**src/rtl/uart_codec_pkg.sv**
```systemverilog
// Package: shared widths, line-format bit positions and format decode for
// the frame codec. Assumes an 8-bit data path (word lengths 5 to 8).
package uart_codec_pkg;
    localparam int DATA_W   = 8;
    localparam int MIN_LEN  = 5;
    localparam int FRAME_W  = DATA_W + 3;
    localparam int NB_W     = $clog2(FRAME_W + 1);
    localparam int CFG_W    = 6;
    localparam int CFG_STOP = 2;
    localparam int CFG_PEN  = 3;
    localparam int CFG_EVEN = 4;
    localparam int CFG_STK  = 5;

    typedef struct packed {
        logic [NB_W-1:0] len;
        logic            two_stop;
        logic            par_en;
        logic            par_even;
        logic            par_stick;
    } line_fmt_t;

    // Decode the 6-bit line-format setting into named fields.
    function automatic line_fmt_t decode_fmt(input logic [CFG_W-1:0] c);
        line_fmt_t f;
        f.len       = NB_W'(MIN_LEN) + {{(NB_W-2){1'b0}}, c[1:0]};
        f.two_stop  = c[CFG_STOP];
        f.par_en    = c[CFG_PEN];
        f.par_even  = c[CFG_EVEN];
        f.par_stick = c[CFG_STK];
        return f;
    endfunction

    // Mask keeping the low len bits of a data word.
    function automatic logic [DATA_W-1:0] len_mask(input logic [NB_W-1:0] len);
        logic [DATA_W-1:0] m;
        for (int i = 0; i < DATA_W; i++) m[i] = (i < int'(len));
        return m;
    endfunction
endpackage

```
**src/rtl/uart_tx_framer.sv**
```systemverilog
// Transmit framer: registers a frame vector built from a data byte.
// Assumes cfg is stable in the cycle tx_valid is high; output valid 1 cycle later.
module uart_tx_framer
    import uart_codec_pkg::*;
(
    input  logic                clk,
    input  logic                rst_n,
    input  logic [CFG_W-1:0]    cfg,
    input  logic                tx_valid,
    input  logic [DATA_W-1:0]   tx_data,
    output logic                frame_valid,
    output logic [FRAME_W-1:0]  frame,
    output logic [NB_W-1:0]     nbits
);
    line_fmt_t          fmt;
    logic [DATA_W-1:0]  dmask;
    logic               pbit;
    logic [FRAME_W-1:0] frame_d;
    logic [NB_W-1:0]    nbits_d;

    // Build the frame: data LSB first, optional parity, stop/idle ones.
    always_comb begin
        fmt     = decode_fmt(cfg);
        dmask   = tx_data & len_mask(fmt.len);
        pbit    = fmt.par_stick ? 1'b1 : (fmt.par_even ? ^dmask : ~^dmask);
        frame_d = '1;
        for (int i = 0; i < DATA_W; i++)
            if (i < int'(fmt.len)) frame_d[i] = dmask[i];
        for (int i = 0; i < FRAME_W; i++)
            if (fmt.par_en && i == int'(fmt.len)) frame_d[i] = pbit;
        nbits_d = fmt.len + NB_W'(fmt.par_en) + NB_W'(1) + NB_W'(fmt.two_stop);
    end

    // Register the frame for one cycle; cleared when no request.
    always_ff @(posedge clk) begin
        if (!rst_n) begin
            frame_valid <= 1'b0;
            frame       <= '0;
            nbits       <= '0;
        end else begin
            frame_valid <= tx_valid;
            frame       <= tx_valid ? frame_d : '0;
            nbits       <= tx_valid ? nbits_d : '0;
        end
    end
endmodule

```
**src/rtl/uart_rx_deframer.sv**
```systemverilog
// Receive deframer (combinational): extracts data and checks parity and
// stop bits of a frame vector laid out per the current line format.
module uart_rx_deframer
    import uart_codec_pkg::*;
(
    input  logic [CFG_W-1:0]    cfg,
    input  logic [FRAME_W-1:0]  frame,
    output logic [DATA_W-1:0]   data,
    output logic                par_err,
    output logic                frm_err
);
    line_fmt_t fmt;
    logic      pbit;
    logic      stop0;
    logic      stop1;
    logic      x;

    // Locate the parity and stop positions, then judge them.
    always_comb begin
        fmt   = decode_fmt(cfg);
        data  = frame[DATA_W-1:0] & len_mask(fmt.len);
        pbit  = 1'b0;
        stop0 = 1'b1;
        stop1 = 1'b1;
        for (int i = 0; i < FRAME_W; i++) begin
            if (i == int'(fmt.len))                                pbit  = frame[i];
            if (i == int'(fmt.len) + int'(fmt.par_en))             stop0 = frame[i];
            if (i == int'(fmt.len) + int'(fmt.par_en) + 1)         stop1 = frame[i];
        end
        x = (^data) ^ pbit;
        if (!fmt.par_en)        par_err = 1'b0;
        else if (fmt.par_stick) par_err = ~pbit;
        else                    par_err = fmt.par_even ? x : ~x;
        frm_err = ~stop0 | (fmt.two_stop & ~stop1);
    end
endmodule

```
**src/rtl/uart_break_det.sv**
```systemverilog
// Break detector: counts character ticks while the line is in break and
// fires once when the count passes the limit; re-arms when break ends.
module uart_break_det #(
    parameter int CNT_W = 8
) (
    input  logic             clk,
    input  logic             rst_n,
    input  logic             line_brk,
    input  logic             char_tick,
    input  logic [CNT_W-1:0] limit,
    output logic             fire
);
    logic [CNT_W-1:0] cnt;
    logic             armed;

    // Fire on the tick that would take the count above the limit.
    always_comb fire = line_brk && armed && char_tick && (cnt == limit);

    // Track the tick count and the armed state.
    always_ff @(posedge clk) begin
        if (!rst_n || !line_brk) begin
            cnt   <= '0;
            armed <= 1'b1;
        end else if (fire) begin
            cnt   <= '0;
            armed <= 1'b0;
        end else if (armed && char_tick) begin
            cnt   <= cnt + 1'b1;
        end
    end
endmodule

```
**src/rtl/uart_frame_codec.sv**
```systemverilog
// Top: frame codec. Send path in the framer; receive path is the deframer
// plus a result register in which a break event outranks a frame.
// Assumes frames and ticks are already aligned by a baud-timing neighbour.
module uart_frame_codec
    import uart_codec_pkg::*;
#(
    parameter int BRK_CW = 8
) (
    input  logic                clk,
    input  logic                rst_n,
    input  logic [CFG_W-1:0]    cfg,
    input  logic                tx_valid,
    input  logic [DATA_W-1:0]   tx_data,
    output logic                tx_frame_valid,
    output logic [FRAME_W-1:0]  tx_frame,
    output logic [NB_W-1:0]     tx_nbits,
    input  logic                rx_valid,
    input  logic [FRAME_W-1:0]  rx_frame,
    input  logic                line_brk,
    input  logic                char_tick,
    input  logic [BRK_CW-1:0]   brk_limit,
    output logic                rx_out_valid,
    output logic [DATA_W-1:0]   rx_data,
    output logic                rx_par_err,
    output logic                rx_frm_err,
    output logic                rx_brk,
    output logic                rx_err
);
    logic [DATA_W-1:0] dec_data;
    logic              dec_perr;
    logic              dec_ferr;
    logic              brk_fire;

    uart_tx_framer u_tx (
        .clk         (clk),
        .rst_n       (rst_n),
        .cfg         (cfg),
        .tx_valid    (tx_valid),
        .tx_data     (tx_data),
        .frame_valid (tx_frame_valid),
        .frame       (tx_frame),
        .nbits       (tx_nbits)
    );

    uart_rx_deframer u_rx (
        .cfg     (cfg),
        .frame   (rx_frame),
        .data    (dec_data),
        .par_err (dec_perr),
        .frm_err (dec_ferr)
    );

    uart_break_det #(.CNT_W(BRK_CW)) u_brk (
        .clk       (clk),
        .rst_n     (rst_n),
        .line_brk  (line_brk),
        .char_tick (char_tick),
        .limit     (brk_limit),
        .fire      (brk_fire)
    );

    // Receive result register: break character first, then a clean-line frame.
    always_ff @(posedge clk) begin
        if (!rst_n) begin
            rx_out_valid <= 1'b0;
            rx_data      <= '0;
            rx_par_err   <= 1'b0;
            rx_frm_err   <= 1'b0;
            rx_brk       <= 1'b0;
            rx_err       <= 1'b0;
        end else if (brk_fire) begin
            rx_out_valid <= 1'b1;
            rx_data      <= '0;
            rx_par_err   <= cfg[CFG_PEN];
            rx_frm_err   <= 1'b1;
            rx_brk       <= 1'b1;
            rx_err       <= 1'b1;
        end else if (rx_valid && !line_brk) begin
            rx_out_valid <= 1'b1;
            rx_data      <= dec_data;
            rx_par_err   <= dec_perr;
            rx_frm_err   <= dec_ferr;
            rx_brk       <= 1'b0;
            rx_err       <= dec_perr | dec_ferr;
        end else begin
            rx_out_valid <= 1'b0;
            rx_data      <= '0;
            rx_par_err   <= 1'b0;
            rx_frm_err   <= 1'b0;
            rx_brk       <= 1'b0;
            rx_err       <= 1'b0;
        end
    end
endmodule

```
**config.mk**
```make
export PLATFORM = sky130hd
export DESIGN_NAME = uart_frame_codec
export DESIGN_NICKNAME = d
export VERILOG_FILES = /design/src/rtl/uart_codec_pkg.sv /design/src/rtl/uart_tx_framer.sv /design/src/rtl/uart_rx_deframer.sv /design/src/rtl/uart_break_det.sv /design/src/rtl/uart_frame_codec.sv
export SDC_FILE = /design/constraint.sdc
export NUM_CORES = 1
export LEC_CHECK = 0
export ABC_CLOCK_PERIOD_IN_PS = 4510
export BUFFER_PORTS_ARGS = -buffer_cell sky130_fd_sc_hd__buf_2
export CORE_UTILIZATION = 53
export CTS_BUF_LIST = sky130_fd_sc_hd__clkbuf_8 sky130_fd_sc_hd__clkbuf_16
export DETAILED_ROUTE_END_ITERATION = 12
export GPL_TIMING_DRIVEN = 0
export HOLD_SLACK_MARGIN = 0.15
export MAX_ROUTING_LAYER = met4
export PLACE_DENSITY_LB_ADDON = 0.2
export RECOVER_POWER = 50
export REMOVE_ABC_BUFFERS = 1
export SLEW_MARGIN = 20
export SYNTH_ARGS = -nofsm -noshare
export SYNTH_HDL_FRONTEND = slang
export SYNTH_SLANG_ARGS = --single-unit
```
**constraint.sdc**
```tcl
create_clock -name clk -period 4.51 [get_ports clk]
set_input_delay 0.451 -clock clk [delete_from_list [all_inputs] [get_ports clk]]
set_output_delay 0.451 -clock clk [all_outputs]
set_load 0.01 [all_outputs]
```
==> flow_summary.ini, run 1 <==
[outcome]
status = completed

[floorplan]
coreArea_um2 = 3390
die_w_um = 62.0
start_util_pct = 56.4
die_area_um2 = 3850
rows = 21
ios = 68
dieHeight_um = 62.0

[worst_setup_path]
cp_data_required_time_ps = 4680
startpoint_type = primary input
cp.arrival_ps = 2430
critPathMaxFanout = 6
endpoint_kind = register
critPathKind = in2reg

[finish]
nets = 326
area_delta_synth_final_pct = 23.4
post-route-util_pct = 69.6
drive_gt1_share_pct = 18.9
layout_common_cells = buf_2, dfxtp_1, clkbuf_1
final_common_cell = buf_2
diodes = 0
instances_no_fill = 321

[global_route]
grt_pass1_vias = 1386
grt_max_degree = 14
overflow = 0
grt_pass1_wl_mm = 5.95
gr-usage-all-layers_pct = 22.2
antenna_found_initial = 0

[clock_tree]
numCtsBuffers = 5
cts_tree = done
cts_sinks = 38
cts_resized = 0
root_buffer = clkbuf_8
clk_pin_slew_worst_paths_ps = 70
cts_hold_buf = 0
htree_num_levels = 2
max-clock-path-buffers = 2
insertion_delay_ps = 290
cts_setup_buffers = 0

[pwr]
ir_worst_vdd_v = 0.000191
power.density_nw_per_um2 = 329
p_leak_uw = 0.00108

[timing]
slew_headroom_pct = 61.5
setup_slack_ps = 2250
layout_min_cycle_time_ps = 2260
rsz0062_at_grt = no
drv_slew = 0
hold_viol_final = 0
setup_viol = 0
timing.hold.ws_ps = 389
clock-skew-final_ps = 2.55
max_freq_ghz = 0.442
worstMarginPinSlew_ps = 576
finalCritPeriodShare_pct = 50.2
tns_ps = 0

[routing]
remaining_drc_errors = 0
final_antenna_net_count = 0
wl_per_cell_um = 11.9
via_per_inst = 4.95
drt_iter0_drc = 75
drt_wl_total_mm = 3.82
vias = 1589
first_pass_iters = 4

[job]
max-cap-violations = 0

[synth]
yosysUniqueCellTypes = 36
synth-seq-cells = 38
syn_area_per_cell_um2 = 9.32
yosys_most_used_dff = dfxtp_1
syn_area_um2 = 1910
yosysWarnings = 0
synth-edff-count = 0
synthArstFlopShare_pct = 0
seq_area_frac_synth_pct = 39.8
postSynthCellCount = 205

[place]
io_buffers = 67
post-place-ws_ps = 2110
dpl.hpwl_mm = 2.96
dp.cells = 313
gp_congestion = 0.889

[min_path]
min_path_type = in2reg
==> Yosys cell counts (all sizes together) (4+ instances only) <==
library cell	n	area, µm²
dfxtp	38	761
xnor2	21	184
nor2	17	63.8
nand2	14	52.6
ha	12	150
and3	11	68.8
inv	11	41.3
xor2	10	87.6
a21oi	7	35.0
nand3	7	35.0
and2	6	37.5
clkbuf	5	18.8
mux2i	5	50.1
a31oi	4	25.0
nand2b	4	25.0
nand4	4	25.0
nor2b	4	25.0
==> area by class of cell <==
type                       instances  area [µm²]
clock buffer                       5        68.8
clock inverter                     3        40.0
fill                             295        1030
inverter                          11        41.3
multi-input combinational        151        1090
sequential                        38         761
tap                               46        57.6
timing repair buffer              67         300
==> routing by layer <==
metal	vias up	global-route usage, %	wire (µm)
li1	840	-	-
met1	699	27.8	1820
met2	45	34.2	1730
met3	5	6.21	222
met4	0	7.62	57
met5	-	-	0
==> metrics by stage <==
stage	power [µW]	instance area [µm²]
2_1_floorplan	457	1890
3_5_place_dp	509	2280
4_1_cts	785	2390
6_report	777	2360
5_1_grt	814	2360
3_3_place_gp	507	2280
==> power by group <==
group | internal, µW | switching, µW | leakage (µW) | total (µW)
Clock | 163 | 115 | 0.0000579 | 277
Combinational | 69.4 | 78.6 | 0.000713 | 148
Sequential | 348 | 3.82 | 0.000311 | 352
==> worst max-delay path, stage by stage <==
cell	delay [ps]
clkbuf_1	240
inv_1	180
ha_1	290
nand2b_1	210
xnor2_1	210
xnor2_1	160
mux2i_1	300
mux2i_1	280
nand4_1	120
==> final timing paths <==
kind,from,slack [ps],cells after the start,to
setup / recovery,cfg[0],2250,9,rx_err
hold / removal,rx_frame[1],390,2,rx_data[1]
setup reg to reg,u_brk.cnt[2],2760,5,u_brk.cnt[4]
hold reg to reg,u_brk.armed,500,2,u_brk.armed
==> kinds of logic (layout without fill, tap and decap cells) <==
family	Yosys count	count (layout)	synth area share (%)
adder cells (fa/ha/maj)	13	13	8.91
AND/OR/NAND/NOR	76	76	21.0
flip-flops	38	38	39.8
buffers and inverters	16	86	3.14
multiplexers	8	8	4.98
XOR/XNOR	31	31	14.2
AO/OA/AOI/OAI	23	23	7.92
==> state kept, by name, indices dropped and copies added, names as in the netlist <==
signal / cells
u_tx.frame: 11
rx_out_valid: 1
u_tx.nbits: 4
rx_frm_err: 1
rx_par_err: 1
rx_err: 1
u_brk.armed: 1
rx_brk: 1
rx_data: 8
u_brk.cnt: 8
u_tx.frame_valid: 1
(Power assumes the default switching activity.)
==> inputs of run 2 (changes only) <==
ABC_AREA = 1   (was unset)
ABC_CLOCK_PERIOD_IN_PS = 2200   (was 4510)
CORE_UTILIZATION = 51   (was 53)
clock period = 2.2 ns   (was 4.51 ns; I/O delays follow)
==> flow_summary.ini, run 2 <==
[timing]
hold_viol_final = 0
finalCritPeriodShare_pct = 86.7
layout_min_cycle_time_ps = 1910
timing.hold.ws_ps = 160
rsz0062_at_grt = no
max_freq_ghz = 0.524
drv_slew = 0
slew_headroom_pct = 65.9
worstMarginPinSlew_ps = 509
tns_ps = 0
clock-skew-final_ps = 6.33
setup_viol = 0
setup_slack_ps = 292

[job]
max-cap-violations = 0

[synth]
yosysWarnings = 0
synth.area.top_cells = dfxtp_1, nand2_1, inv_1
seq_area_frac_synth_pct = 34.2
synth_area_leader_cell = dfxtp_1
synth.most_common_cell = nand2_1
synth-edff-count = 0
synth_top_area_share_pct = 34.2
netlist_top_cells_count = nand2_1, inv_1, dfxtp_1
synth-seq-cells = 38
yosys_most_used_dff = dfxtp_1
syn_area_um2 = 2220
postSynthCellCount = 331
yosysUniqueCellTypes = 30
syn_area_per_cell_um2 = 6.72
synthArstFlopShare_pct = 0

[worst_setup_path]
cp_data_required_time_ps = 2430
critPathMaxFanout = 7
cp.arrival_ps = 2140
critPathBufInv = 3
regToRegEndpoint = u_brk.cnt[6]
endpoint_kind = register
rr_worst_depth = 7
cp_top_family = simple AND/OR/NAND/NOR gates
r2r_setup_slack_ps = 700
slowest_stage = fa_1
cpPeakStageDelay_ps = 610
critPathKind = in2reg
crit_path_cell_trace = buf_2, inv_1, ha_1, inv_1, fa_1, nand2_1, nor2_1, nand2_1, nand3b_1, nand2_1, nand3_1, nand2_1, nand3_1, nand2_1, nand2_1
path_common_cell = nand2_1
crit-reg2reg-launch = u_brk.cnt[1]
startpoint_type = primary input

[min_path]
hold_path.startpoint = tx_data[1]
min_path_type = in2reg
holdPathStages = 3
hold_end = u_tx.frame[1]

[global_route]
antenna_found_initial = 0
grt_max_degree = 13
overflow = 0
grt_pass1_wl_mm = 7.40
grt_pass1_vias = 1858
gr-usage-all-layers_pct = 22.1

[clock_tree]
root_buffer = clkbuf_8
clk_pin_slew_worst_paths_ps = 80
htree_num_levels = 2
cts_resized = 0
cts_sinks = 38
cts_setup_buffers = 0
cts_hold_buf = 0
insertion_delay_ps = 290
numCtsBuffers = 5
max-clock-path-buffers = 2
cts_tree = done

[routing]
drt_iter0_drc = 90
drt_wl_total_mm = 4.60
wl_per_cell_um = 10.1
remaining_drc_errors = 0
via_per_inst = 4.72
vias = 2148
first_pass_iters = 6
final_antenna_net_count = 0

[outcome]
status = completed

[floorplan]
die_area_um2 = 4630
rows = 23
ios = 68
die_w_um = 68.0
start_util_pct = 54.4
coreArea_um2 = 4090
dieHeight_um = 68.0

[finish]
largest_reg_flops = 11
nets = 456
area_delta_synth_final_pct = 22.7
drive_gt1_share_pct = 20.2
finalInstanceArea_um2 = 2730
final_common_cell = nand2_1
diodes = 0
layout_common_cells = nand2_1, inv_1, buf_2
post-route-util_pct = 66.8
reg_top3 = u_tx.frame x11, rx_data x8, u_brk.cnt x8
largest_register = u_tx.frame
final.fill_count = 393

[place]
detailed_place.area_um2 = 2620
post-place-ws_ps = 13.3
gp_congestion = 0.861
dpl.hpwl_mm = 3.74
io_buffers = 67

[pwr]
p_leak_uw = 0.00149
ir_worst_vdd_v = 0.000327
power.density_nw_per_um2 = 649
[run 2: cell count changes in the layout (fill, tap and decap cells not counted), moves of 11 or more]
cell | previous run | this run
nand3_1 | 7 | 24
nor2_1 | 17 | 36
xnor2_1 | 21 | 2
inv_1 | 11 | 61
and3_1 | 11 | 0
nand2_1 | 14 | 88
[run 2: kinds of logic after synthesis]
kind of cell | count (synthesis) | synth area share (%)
xor+xnor | 9 | 3.88
compound gates | 23 | 5.85
fa+ha+maj | 13 | 7.65
simple gates | 180 | 36.9
buf+inv | 68 | 11.5
flops | 38 | 34.2
[run 2: final cells by class]
| class | instances | area, µm² | share of cell area [%] |
|---|---|---|---|
| Multi-Input combinational cell | 225 | 1200 | 44.0 |
| Sequential cell | 38 | 761 | 27.9 |
| Clock buffer | 6 | 82.6 | 3.03 |
| Tap cell | 50 | 62.6 | 2.29 |
| Inverter | 67 | 251 | 9.22 |
| Timing Repair Buffer | 67 | 312 | 11.4 |
| Clock inverter | 2 | 60.1 | 2.20 |
[run 2: report_power, final]
group / internal [µW] / switching [µW] / leakage [µW]
Combinational: 124 / 201 / 0.00111
Sequential: 712 / 6.83 / 0.000310
Clock: 484 / 243 / 0.0000714
[run 2: worst register-to-register path, stage by stage (launching register included)]
cell	delay [ps]
dfxtp_1	400
ha_1	170
inv_1	50
nor3_1	240
nand2_1	130
nor3_1	210
a21oi_1	100
o21a_1	100
[run 2: worst max-delay path by stage]
stage | from | cells after the start | to
6_report | cfg[0] | 15 | rx_err
5_1_grt | cfg[0] | 15 | rx_err
4_1_cts | cfg[0] | 15 | rx_err
3_5_place_dp | cfg[0] | 14 | rx_err
3_3_place_gp | cfg[0] | 14 | rx_err
2_1_floorplan | cfg[0] | 14 | rx_err
[run 2: metrics by stage]
stage,total power (µW),cells
6_report,1770,455
4_1_cts,1790,455
5_1_grt,1870,455
3_5_place_dp,1070,447
3_3_place_gp,1060,447
2_1_floorplan,955,330
[run 2: routing by layer]
metal  track usage, %  vias up  share of wire, %
li1                 -     1157                 -
met1             24.0      941                45
met2             38.5       42                49
met3             4.67        8               4.1
met4             9.64        0               1.8
met5                -        -                 0
